==> src/rtl/dir_pkg.sv <==
package dir_pkg;
   typedef enum logic [1:0] {REQ_RD = 2'd0, REQ_WR = 2'd1, REQ_WB = 2'd2} req_e;
   typedef enum logic [1:0] {MSG_DATA = 2'd0, MSG_INV = 2'd1, MSG_FETCH = 2'd2, MSG_FETCH_INV = 2'd3} msg_e;
   typedef enum logic [1:0] {DS_UNC = 2'd0, DS_SHR = 2'd1, DS_EXC = 2'd2} dstate_e;
   typedef enum logic [2:0] {CS_IDLE, CS_INVAL, CS_FETCH, CS_WAIT, CS_REPLY} cstate_e;
endpackage

==> src/rtl/dir_lowbit.sv <==
module dir_lowbit #(
   parameter int W  = 4,
   localparam int IW = (W > 1) ? $clog2(W) : 1
) (
   input  logic [W-1:0]  vec,
   output logic [W-1:0]  onehot,
   output logic [IW-1:0] idx
);
   if (W < 2) begin : g_bad_width
      $error("dir_lowbit: W must be at least 2");
   end

   assign onehot = vec & (~vec + W'(1));

   always_comb begin
      idx = '0;
      for (int i = W - 1; i >= 0; i--) begin
         if (vec[i]) idx = IW'(i);
      end
   end
endmodule

==> src/rtl/dir_store.sv <==
module dir_store
   import dir_pkg::*;
#(
   parameter int NODES  = 4,
   parameter int BLOCKS = 8,
   parameter int DATA_W = 16,
   localparam int NID_W = $clog2(NODES),
   localparam int AW    = $clog2(BLOCKS)
) (
   input  logic              clk,
   input  logic              rst_n,
   input  logic [AW-1:0]     rd_addr,
   output dstate_e           rd_st,
   output logic [NODES-1:0]  rd_shr,
   output logic [NID_W-1:0]  rd_own,
   output logic [DATA_W-1:0] rd_mem,
   input  logic [AW-1:0]     wr_addr,
   input  logic              dir_we,
   input  dstate_e           dir_st_w,
   input  logic [NODES-1:0]  dir_shr_w,
   input  logic [NID_W-1:0]  dir_own_w,
   input  logic              mem_we,
   input  logic [DATA_W-1:0] mem_wdata
);
   dstate_e           st_q  [BLOCKS];
   logic [NODES-1:0]  shr_q [BLOCKS];
   logic [NID_W-1:0]  own_q [BLOCKS];
   logic [DATA_W-1:0] mem_q [BLOCKS];

   assign rd_st  = st_q[rd_addr];
   assign rd_shr = shr_q[rd_addr];
   assign rd_own = own_q[rd_addr];
   assign rd_mem = mem_q[rd_addr];

   always_ff @(posedge clk) begin
      if (!rst_n) begin
         for (int i = 0; i < BLOCKS; i++) begin
            st_q[i]  <= DS_UNC;
            shr_q[i] <= '0;
            own_q[i] <= '0;
            mem_q[i] <= '0;
         end
      end else begin
         if (dir_we) begin
            st_q[wr_addr]  <= dir_st_w;
            shr_q[wr_addr] <= dir_shr_w;
            own_q[wr_addr] <= dir_own_w;
         end
         if (mem_we) mem_q[wr_addr] <= mem_wdata;
      end
   end
endmodule

==> src/rtl/dir_home_ctrl.sv <==
module dir_home_ctrl
   import dir_pkg::*;
#(
   parameter int NODES  = 4,
   parameter int BLOCKS = 8,
   parameter int DATA_W = 16,
   localparam int NID_W = $clog2(NODES),
   localparam int AW    = $clog2(BLOCKS)
) (
   input  logic              clk,
   input  logic              rst_n,
   input  logic              req_valid,
   output logic              req_ready,
   input  logic [1:0]        req_type,
   input  logic [NID_W-1:0]  req_src,
   input  logic [AW-1:0]     req_addr,
   input  logic [DATA_W-1:0] req_data,
   input  logic              rsp_valid,
   input  logic [NID_W-1:0]  rsp_src,
   input  logic [DATA_W-1:0] rsp_data,
   output logic              msg_valid,
   output logic [1:0]        msg_type,
   output logic [NID_W-1:0]  msg_dst,
   output logic [AW-1:0]     msg_addr,
   output logic [DATA_W-1:0] msg_data
);
   if (NODES < 2 || (1 << NID_W) != NODES) begin : g_bad_nodes
      $error("dir_home_ctrl: NODES must be a power of two, at least 2");
   end
   if (BLOCKS < 2 || (1 << AW) != BLOCKS) begin : g_bad_blocks
      $error("dir_home_ctrl: BLOCKS must be a power of two, at least 2");
   end

   cstate_e           cs, cs_n;
   logic              cur_wr;
   logic [NID_W-1:0]  cur_src, cur_own;
   logic [AW-1:0]     cur_addr;
   logic [NODES-1:0]  pend;

   logic [AW-1:0]     rd_addr, wr_addr;
   dstate_e           rd_st, dir_st_w;
   logic [NODES-1:0]  rd_shr, dir_shr_w;
   logic [NID_W-1:0]  rd_own, dir_own_w;
   logic [DATA_W-1:0] rd_mem, mem_wdata;
   logic              dir_we, mem_we;

   logic [NODES-1:0]  pick_oh;
   logic [NID_W-1:0]  pick_idx;

   logic [NODES-1:0]  req_bit, src_bit;
   logic              take_miss, wb_hit, rsp_hit;

   assign req_bit   = NODES'(1) << req_src;
   assign src_bit   = NODES'(1) << cur_src;
   assign req_ready = (cs == CS_IDLE);
   assign take_miss = req_ready && req_valid &&
                      (req_type == REQ_RD || req_type == REQ_WR);
   assign wb_hit    = req_ready && req_valid && req_type == REQ_WB &&
                      rd_st == DS_EXC && rd_own == req_src;
   assign rsp_hit   = (cs == CS_WAIT) && rsp_valid && rsp_src == cur_own;
   assign rd_addr   = req_ready ? req_addr : cur_addr;

   dir_store #(.NODES(NODES), .BLOCKS(BLOCKS), .DATA_W(DATA_W)) u_store (
      .clk(clk), .rst_n(rst_n),
      .rd_addr(rd_addr), .rd_st(rd_st), .rd_shr(rd_shr), .rd_own(rd_own), .rd_mem(rd_mem),
      .wr_addr(wr_addr), .dir_we(dir_we), .dir_st_w(dir_st_w), .dir_shr_w(dir_shr_w),
      .dir_own_w(dir_own_w), .mem_we(mem_we), .mem_wdata(mem_wdata)
   );

   dir_lowbit #(.W(NODES)) u_pick (.vec(pend), .onehot(pick_oh), .idx(pick_idx));

   // Sequencer next state
   always_comb begin
      cs_n = cs;
      unique case (cs)
         CS_IDLE: if (take_miss) begin
            if (rd_st == DS_EXC)
               cs_n = CS_FETCH;
            else if (req_type == REQ_WR && (rd_shr & ~req_bit) != '0)
               cs_n = CS_INVAL;
            else
               cs_n = CS_REPLY;
         end
         CS_INVAL: if ((pend & ~pick_oh) == '0) cs_n = CS_REPLY;
         CS_FETCH: cs_n = CS_WAIT;
         CS_WAIT:  if (rsp_hit) cs_n = CS_REPLY;
         CS_REPLY: cs_n = CS_IDLE;
         default:  cs_n = CS_IDLE;
      endcase
   end

   always_ff @(posedge clk) begin
      if (!rst_n) begin
         cs       <= CS_IDLE;
         cur_wr   <= 1'b0;
         cur_src  <= '0;
         cur_own  <= '0;
         cur_addr <= '0;
         pend     <= '0;
      end else begin
         cs <= cs_n;
         if (take_miss) begin
            cur_wr   <= (req_type == REQ_WR);
            cur_src  <= req_src;
            cur_addr <= req_addr;
            cur_own  <= rd_own;
            pend     <= rd_shr & ~req_bit;
         end else if (cs == CS_INVAL) begin
            pend <= pend & ~pick_oh;
         end
      end
   end

   // Directory and memory updates
   always_comb begin
      dir_we    = 1'b0;
      dir_st_w  = DS_UNC;
      dir_shr_w = '0;
      dir_own_w = '0;
      mem_we    = 1'b0;
      mem_wdata = req_data;
      wr_addr   = cur_addr;
      if (wb_hit) begin
         dir_we  = 1'b1;
         mem_we  = 1'b1;
         wr_addr = req_addr;
      end else if (rsp_hit) begin
         mem_we    = 1'b1;
         mem_wdata = rsp_data;
      end else if (cs == CS_REPLY) begin
         dir_we = 1'b1;
         if (cur_wr) begin
            dir_st_w  = DS_EXC;
            dir_shr_w = src_bit;
            dir_own_w = cur_src;
         end else begin
            dir_st_w  = DS_SHR;
            dir_shr_w = rd_shr | src_bit;
            dir_own_w = rd_own;
         end
      end
   end

   // Outgoing message encode
   always_comb begin
      msg_valid = 1'b0;
      msg_type  = MSG_DATA;
      msg_dst   = cur_src;
      msg_data  = '0;
      msg_addr  = cur_addr;
      unique case (cs)
         CS_INVAL: begin
            msg_valid = 1'b1;
            msg_type  = MSG_INV;
            msg_dst   = pick_idx;
         end
         CS_FETCH: begin
            msg_valid = 1'b1;
            msg_type  = cur_wr ? MSG_FETCH_INV : MSG_FETCH;
            msg_dst   = cur_own;
         end
         CS_REPLY: begin
            msg_valid = 1'b1;
            msg_data  = rd_mem;
         end
         default: ;
      endcase
   end
endmodule

==> config.mk <==
export PLATFORM = sky130hd
export DESIGN_NAME = dir_home_ctrl
export DESIGN_NICKNAME = d
export VERILOG_FILES = /design/src/rtl/dir_pkg.sv /design/src/rtl/dir_lowbit.sv /design/src/rtl/dir_store.sv /design/src/rtl/dir_home_ctrl.sv
export SDC_FILE = /design/constraint.sdc
export NUM_CORES = 1
export LEC_CHECK = 0
export BUFFER_PORTS_ARGS = -buffer_cell sky130_fd_sc_hd__buf_4
export CAP_MARGIN = 20
export CORE_AREA = 5 5 147 121
export DETAILED_ROUTE_END_ITERATION = 7
export DIE_AREA = 0 0 152 126
export HOLD_SLACK_MARGIN = 0.12
export PLACE_DENSITY = 0.87
export SETUP_SLACK_MARGIN = 0.02
export SKIP_LAST_GASP = 1
export SYNTH_ARGS = -nofsm -noshare
export SYNTH_HDL_FRONTEND = slang
export SYNTH_SLANG_ARGS = --single-unit
==> constraint.sdc <==
create_clock -name clk -period 7.4 [get_ports clk]
set_input_delay 1.11 -clock clk [delete_from_list [all_inputs] [get_ports clk]]
set_output_delay 1.11 -clock clk [all_outputs]
set_load 0.01 [all_outputs]
# Word-level counts from Yosys, hierarchy flattened
# Memories as Yosys holds them, arrays and structs flattened.
# Index checks and enable logic that the tools add are counted.
# word_totals
reg_bits	15
memories	4
word_cells	109
in_bits	45
mem_bits_rw	192
# op_classes
mux	57
eq_ne	12
shift	2
reduce_logical	20
add_sub_neg	1
bitwise	7
# memory_table
name	depth	width	read_ports	rd_clocked_by_memory_dff	write_ports	line_no	text
u_store.mem_q	8	16	1	0	8	dir_store.sv:28	logic [DATA_W-1:0] mem_q [BLOCKS];
u_store.shr_q	8	4	1	0	8	dir_store.sv:26	logic [NODES-1:0] shr_q [BLOCKS];
u_store.own_q	8	2	1	0	8	dir_store.sv:27	logic [NID_W-1:0] own_q [BLOCKS];
u_store.st_q	8	2	1	0	8	dir_store.sv:25	dstate_e st_q [BLOCKS];
# ops
op	count
16-bit two-way mux	4
3-bit two-way mux	11
2-bit two-way mux	14
4-bit two-way mux	7
1-bit two-way mux	18
16-bit OR reduction	1
4-bit bitwise AND	3
4-bit NOT	3
3-bit one-hot mux with 4 select lines	1
1-bit logical AND	8
2-bit one-hot mux with 2 select lines	2
1-bit by 2-bit << shifter with 4-bit output, first input constant	2
3-bit by 2-bit equality test with 1-bit output, second input constant	2
4-bit by 1-bit adder with 4-bit output, second input constant	1
2-bit equality test	2
2-bit equality test, second input constant	2
4-bit logical NOT	1
2-bit inequality test, second input constant	2
4-bit OR	1
4-bit nonzero test	1
2-bit OR reduction	2
4-bit OR reduction	1
3-bit by 1-bit equality test with 1-bit output, second input constant	1
3-bit equality test, second input constant	1
8 further kinds	8

# Longest topological paths before layout
# Gate-level depths: netlist (run 1).
# An unclocked memory read counts as a cell.
# depth
word_depth	12
depth_mapped	11
ltp_nobuf	7

# Hierarchy
# Synthesis (run 1) repeated with hierarchy kept, for this count alone.
# hier_totals
cells_unflattened	758
area_unflattened_um2	10090.9
# by_module_without_submodules
mod	n_inst	area_per_inst_um2	cells_per_inst
dir_store	1	8608.3	562
dir_home_ctrl	1	1413.9	187
dir_lowbit	1	68.8	9

# Least setup slack after synthesis (run 1)
# No wires, ideal clock.
# synth_path
path_type	input to output
start	input port req_addr[0]
end	output port msg_data[10]
path_slack_ps	2975
required_ps	6290
n_path_buf	3
arrival_ps	3315
stages	8
path_cell_list	or4b_1 buf_2 nand2_1 buf_2 buf_1 mux4_2 nand2_1 a21oi_1
# synth_via
elab_chain_cells	3
# synth_rtl
item	line_no	text
from (decl)	dir_home_ctrl.sv:16	input logic [AW-1:0] req_addr,
3-bit two-way mux	dir_home_ctrl.sv:61	assign rd_addr = req_ready ? req_addr : cur_addr;
memory read 8 x 16 bit	-	
16-bit two-way mux	dir_home_ctrl.sv:151	unique case (cs)
to (decl)	dir_home_ctrl.sv:25	output logic [DATA_W-1:0] msg_data
# Every way passes these cells.

==> results_dict.tcl, run 1 <==
set metrics [dict create \
    cp_slowest_stage_delay_ps 1040 \
    critPathArrivalTime_ps 5530 \
    cts.sinks 207 \
    register_area_um2 6070 \
    postPlaceCellArea_um2 11000 \
    hp-class "reg2reg" \
    syn-cell-area_um2 10400 \
    hold_end "cur_own[1]$_SDFFE_PN0P_" \
    die_height_um 126 \
    fin_area_um2 11700 \
    synth_cell_types 69 \
    routed_wl_um 31400 \
    cts_tree "built" \
    ios 70 \
    cts.repair.resized 0 \
    power_frac_seq_pct 44.9 \
    crit_family "simple AND/OR/NAND/NOR gates" \
    hold_path_depth 2 \
    synth_commonest_cells "edfxtp_1, a21oi_1, nand2_1" \
    cts-root-buf "clkbuf_16" \
    synthTopCellsByArea "edfxtp_1, mux4_2, a21oi_1" \
    grt_pass1_wl_um 47200 \
    whs_ps 519 \
    crit_fanout 26 \
    clk_pin_slew_ps 60 \
    setup_viol 0 \
    fmax_ghz 0.185 \
    synth_warnings 0 \
    p_comb_share_pct 22.8 \
    grt_antenna_before_repair 0 \
    p_sw_share_pct 30.2 \
    grt_util_all_layers_pct 32.0 \
    clock_skew_ps 14.1 \
    path_buf_inv 1 \
    overflow 0 \
    powerDensity_nw_per_um2 261 \
    p_total_mw 3.06 \
    ctsHoldBuffers 0 \
    status "complete, no violations" \
    yosysTopAreaCell "edfxtp_1" \
    routedWlPerCell_um 27.7 \
    required_ps 7520 \
    ys_seq_area_share_pct 58.3 \
    synth_fp_nets 893 \
    core_area_um2 16200 \
    synth_async_sr_flop_share_pct 0 \
    reg2reg_to "u_store.mem_q[2][12]$_SDFFCE_PN0P_" \
    leakagePower_nw 4.08 \
    ir_drop_uv 160 \
    fin_nets 945 \
    multi_input_area_um2 4020 \
    pwr-share-clk_pct 32.4 \
    cts_max_path_buffers 3 \
    hold_viol_final 0 \
    clk_latency_ps 500 \
    rr_worst_depth 8 \
    ff2ff_setup_slack_ps 2090 \
    hold_path.startpoint "cur_own[1]$_SDFFE_PN0P_" \
    port_buffers 69 \
    fin_crit_ps 5410 \
    first_iter_violations 1739 \
    gp_congestion 0.977 \
    cts_setup_buffers 0 \
    rsz0062_at_grt "no" \
    rr_startpoint "msg_addr[2]$_SDFFE_PN0P_" \
    cts_buffers 21 \
    criticalPathCategory "in2reg" \
    crit_path_start_kind "input port" \
    ant_nets 0 \
    dp_hpwl_um 20700 \
    die_width_um 152 \
    relSlewSlack_pct 11.8 \
    syn_to_final_growth_pct 12.5 \
    die_area_um2 19200 \
    drv_cap 0 \
    synth-edff-count 192 \
    slew_viol_final 0 \
    cp-end-kind "register" \
    tightest_slew_ps 1320 \
    synth_top_cell_area_share_pct 55.5 \
    power.internal_mw 2.13 \
    rows 42 \
    htree_levels 1 \
    cp_cell_sequence "buf_4, or4b_1, and2_1, o311ai_2, a21oi_2, a2111oi_4, nand4b_4, nand3_1" \
    via_per_inst 7.18 \
    yosysMostFrequentCell "edfxtp_1" \
    drive_above_1_share_pct 20.7 \
    grt_pass1_vias 7708 \
    slowest_stage "a2111oi_4" \
    synth_ff_type "edfxtp_1" \
    tns_ps 0 \
    vias 8121 \
    p_sw_uw 924 \
    min_period_over_period_pct 73.1 \
    drtPass1Iterations 6 \
    synthCells 848 \
    fillers 1052 \
    grt_max_degree 43 \
    n_antenna_cell 0 \
    initial_core_util_pct 64.2 \
    synth.avg_cell_area_um2 12.3 \
    drc 0 \
    ys_seq_elements 207 \
]
[how the worst max path moves through the flow]
| stage | from | end | slack (ps) | cells past startpoint |
|---|---|---|---|---|
| finish | req_addr[2] | u_store.mem_q[2][12]$_SDFFCE_PN0P_ | 1990 | 8 |
| global route | req_addr[2] | u_store.mem_q[2][0]$_SDFFCE_PN0P_ | 1910 | 8 |
| CTS | req_addr[2] | u_store.mem_q[2][12]$_SDFFCE_PN0P_ | 2130 | 8 |
| detailed placement | req_addr[2] | u_store.mem_q[2][9]$_SDFFCE_PN0P_ | 1700 | 8 |
| global placement | req_addr[2] | u_store.mem_q[2][9]$_SDFFCE_PN0P_ | 1840 | 8 |
| floorplan | req_addr[0] | msg_data[10] | 2980 | 8 |
[layout make-up]
| cell class | count | area share, % |
|---|---|---|
| sequential | 207 | 51.9 |
| clock buffer | 29 | 5.02 |
| clock inverter | 5 | 0.299 |
| multi-input combinational | 571 | 34.4 |
| inverter | 8 | 0.257 |
| timing repair buffer | 91 | 5.84 |
| tap | 220 | 2.35 |
[cell families (layout without fill, tap and decap cells)]
group	after synthesis	after routing	synth area share [%]
AO/OA/AOI/OAI	239	239	14.7
XOR/XNOR	3	3	0.253
buffers and inverters	70	133	3.13
flip-flops	207	207	58.3
multiplexers	69	69	10.6
AND/OR/NAND/NOR	260	260	12.9
[metal layers]
metal / wire (µm) / global-route usage [%] / share of wire [%] / vias up
li1: - / - / - / 3369
met2: 13900 / 48.4 / 44 / 827
met3: 5210 / 9.50 / 17 / 124
met4: 1210 / 9.94 / 3.9 / 0
met5: 0 / 0 / 0 / -
met1: 11000 / 45.4 / 35 / 3801
[flip-flops by register name, indices dropped and copies added (netlist names)]
name           flops
u_store.mem_q    128
u_store.shr_q     32
u_store.own_q     16
u_store.st_q      16
pend               4
cs                 3
msg_addr           3
cur_own            2
cur_src            2
cur_wr             1
[metrics by stage]
step / setup WS [ps] / cells / utilization, %
finish: 1990 / 1131 / 72.3
global route: 1910 / 1131 / 72.3
CTS: 2130 / 1124 / 71.9
detailed placement: 1700 / 1090 / 68.1
global placement: 1840 / 1090 / 68.1
floorplan: 2980 / 848 / -
[power by group through the flow]
stage / Clock (mW) / Combinational, mW / Sequential (mW)
global placement: 0 / 0.647 / 1.39
floorplan: 0 / 0.472 / 1.36
CTS: 0.987 / 0.668 / 1.37
finish: 0.989 / 0.696 / 1.37
global route: 1.04 / 0.726 / 1.38
detailed placement: 0 / 0.660 / 1.39
[worst min-delay path: stages, from the launching register on]
cell and delay (ps):
dfxtp_1 340, nand2_1 60, a21boi_0 70
[cell usage in the layout (no fill, tap or decap), types with 4 or more instances in the layout]
| master | instances |
|---|---|
| a211oi_1 | 9 |
| a21boi_0 | 14 |
| a21oi_1 | 144 |
| a21oi_2 | 12 |
| a22oi_1 | 5 |
| a31oi_1 | 5 |
| and2_1 | 5 |
| and3_1 | 11 |
| buf_4 | 91 |
| clkbuf_1 | 6 |
| clkbuf_16 | 22 |
| dfxtp_1 | 15 |
| edfxtp_1 | 192 |
| inv_1 | 8 |
| mux2i_1 | 34 |
| mux4_2 | 33 |
| nand2_1 | 88 |
| nand2b_1 | 8 |
| nand3_1 | 18 |
| nand4_4 | 4 |
| nor2_1 | 76 |
| nor2b_1 | 6 |
| nor3b_1 | 5 |
| nor4_1 | 7 |
| o211ai_1 | 6 |
| o21ai_0 | 4 |
| or3_1 | 5 |
| or4b_1 | 4 |
(Power assumes the default switching activity.)
==> run 2, diff against run 1 <==
--- a/config.mk
+++ b/config.mk
@@ -7,11 +7,11 @@
 export LEC_CHECK = 0
 export BUFFER_PORTS_ARGS = -buffer_cell sky130_fd_sc_hd__buf_4
 export CAP_MARGIN = 20
-export CORE_AREA = 5 5 147 121
+export CORE_AREA = 5 5 152 125
 export DETAILED_ROUTE_END_ITERATION = 7
-export DIE_AREA = 0 0 152 126
+export DIE_AREA = 0 0 157 130
 export HOLD_SLACK_MARGIN = 0.12
-export PLACE_DENSITY = 0.87
+export PLACE_DENSITY = 0.82
 export SETUP_SLACK_MARGIN = 0.02
 export SKIP_LAST_GASP = 1
 export SYNTH_ARGS = -nofsm -noshare
==> constraint.sdc (replaced) <==
create_clock -name clk -period 5.6 [get_ports clk]
set_input_delay 0.84 -clock clk [delete_from_list [all_inputs] [get_ports clk]]
set_output_delay 0.84 -clock clk [all_outputs]
set_load 0.01 [all_outputs]
==> run 2 against run 1 <==
- power rose by 33%
- cell area rose by 1.0%
- global-route usage fell by 3.7 points
- via count fell by 2.5%
- setup slack got worse by 890 ps
- clock skew fell by 1.8 ps
- core utilization fell by 3.4 points
- final cell count rose by 1.8%
- highest routed layer is now met5
==> results_dict.tcl, run 2 (synthesis gave the netlist of run 1 again) <==
set metrics [dict create \
    fin_crit_ps 4500 \
    cts-root-buf "clkbuf_16" \
    largest_register_ffs 128 \
    die_width_um 157 \
    grt_pass1_vias 7361 \
    rows 43 \
    powerDensity_nw_per_um2 343 \
    n_antenna_cell 0 \
    crit_family "simple AND/OR/NAND/NOR gates" \
    critPathArrivalTime_ps 4480 \
    cts.repair.resized 0 \
    cp_slowest_stage_delay_ps 720 \
    drv_cap 0 \
    rsz0062_at_grt "no" \
    cp_cell_sequence "buf_4, or4b_1, buf_4, and3_1, a2111oi_0, buf_4, nor4_1, or2_0, buf_4, nand4b_4, nand3_1" \
    gp_congestion 1.06 \
    cts_buffers 20 \
    routedWlPerCell_um 25.3 \
    leakagePower_nw 4.16 \
    crit_fanout 20 \
    first_iter_violations 1240 \
    tightest_slew_ps 1150 \
    clock_skew_ps 12.4 \
    drive_above_1_share_pct 21.5 \
    path_buf_inv 4 \
    setup_ws_ps 1100 \
    drc 0 \
    grt_antenna_before_repair 0 \
    criticalPathCategory "in2reg" \
    multi_input_area_um2 4020 \
    grt_pass1_wl_um 43600 \
    placedCellCount 1111 \
    top_register "u_store.mem_q" \
    reg.largest.list "u_store.mem_q x128, u_store.shr_q x32" \
    p_total_mw 4.06 \
    routed_wl_um 29100 \
    initial_core_util_pct 60.6 \
    hold_path_depth 2 \
    stdcell_count 1151 \
    tns_ps 0 \
    hp-class "reg2reg" \
    ir_drop_uv 198 \
    via_per_inst 6.88 \
    crit_path_start_kind "input port" \
    fmax_ghz 0.222 \
    fin_nets 957 \
    dp_hpwl_um 19700 \
    ant_nets 0 \
    min_period_over_period_pct 80.4 \
    cpMostUsedCell "buf_4" \
    vias 7922 \
    port_buffers 69 \
    cts_max_path_buffers 3 \
    slowest_stage "nand3_1" \
    cp-end-kind "register" \
    cts_tree "built" \
    slew_viol_final 0 \
    overflow 0 \
    ctsHoldBuffers 0 \
    grt_max_degree 43 \
    place_ws_ps 699 \
    fillers 1206 \
    grt_util_all_layers_pct 28.3 \
    core_area_um2 17200 \
    syn_to_final_growth_pct 13.7 \
    cts.sinks 207 \
    hold_viol_final 0 \
    cts_setup_buffers 0 \
    relSlewSlack_pct 21.2 \
    status "complete, no violations" \
    register_area_um2 6070 \
    die_area_um2 20400 \
    setup_viol 0 \
    final_cell_mix "edfxtp_1, a21oi_1, buf_4" \
    rr_worst_depth 11 \
    required_ps 5570 \
    clk_pin_slew_ps 60 \
    drtPass1Iterations 6 \
    clk_latency_ps 500 \
    crit_cells 11 \
    final_common_cell "edfxtp_1" \
    htree_levels 1 \
    ios 70 \
    die_height_um 130 \
]
==> run 2: area by class of cell <==
cell class / instances / share of cell area, %
clock buffers: 26 / 4.61
clock inverters: 10 / 0.784
inverters: 8 / 0.254
multi-input cells: 571 / 34.0
flip-flops and latches: 207 / 51.3
well taps: 225 / 2.38
repair buffers: 104 / 6.61
==> run 2: report_power, final <==
group | leakage, nW | internal (mW) | total, mW | switching [mW]
Sequential | 2.10 | 1.75 | 1.79 | 0.0447
Combinational | 1.74 | 0.347 | 0.934 | 0.587
Clock | 0.310 | 0.776 | 1.33 | 0.556
Total | 4.16 | 2.87 | 4.06 | 1.19
==> run 2: stage by stage <==
| stage | utilization, % | hold WS [ps] | instance area [µm²] |
|---|---|---|---|
| 6_report | 68.8 | 500 | 11800 |
| 5_1_grt | 68.8 | 548 | 11800 |
| 4_1_cts | 68.7 | 502 | 11800 |
| 3_5_place_dp | 65.0 | 493 | 11100 |
| 3_3_place_gp | 65.0 | 483 | 11100 |
| 2_1_floorplan | - | 469 | 10400 |
==> run 2: final timing paths <==
kind | startpoint | endpoint | slack [ps]
max | req_addr[2] | u_store.mem_q[3][6]$_SDFFCE_PN0P_ | 1100
min reg2reg | cur_own[0]$_SDFFE_PN0P_ | cur_own[0]$_SDFFE_PN0P_ | 500
min | cur_own[0]$_SDFFE_PN0P_ | cur_own[0]$_SDFFE_PN0P_ | 500
max reg2reg | cs[2]$_SDFFE_PN0P_ | u_store.mem_q[3][6]$_SDFFCE_PN0P_ | 1120
==> run 2: worst reg2reg max path: stages (launching register included) <==
cell	delay, ps
dfxtp_1	370
buf_4	200
or4b_1	700
buf_4	250
and3_1	170
a2111oi_0	540
buf_4	220
nor4_1	60
or2_0	250
buf_4	210
nand4b_4	250
nand3_1	730
==> run 2: layer usage <==
layer | track usage (%) | vias to the layer above | routed length, µm
met2 | 41.9 | 625 | 12800
met1 | 40.6 | 3837 | 11300
li1 | - | 3386 | -
met3 | 9.38 | 72 | 4170
met4 | 7.65 | 2 | 802
met5 | 1.43 | - | 28
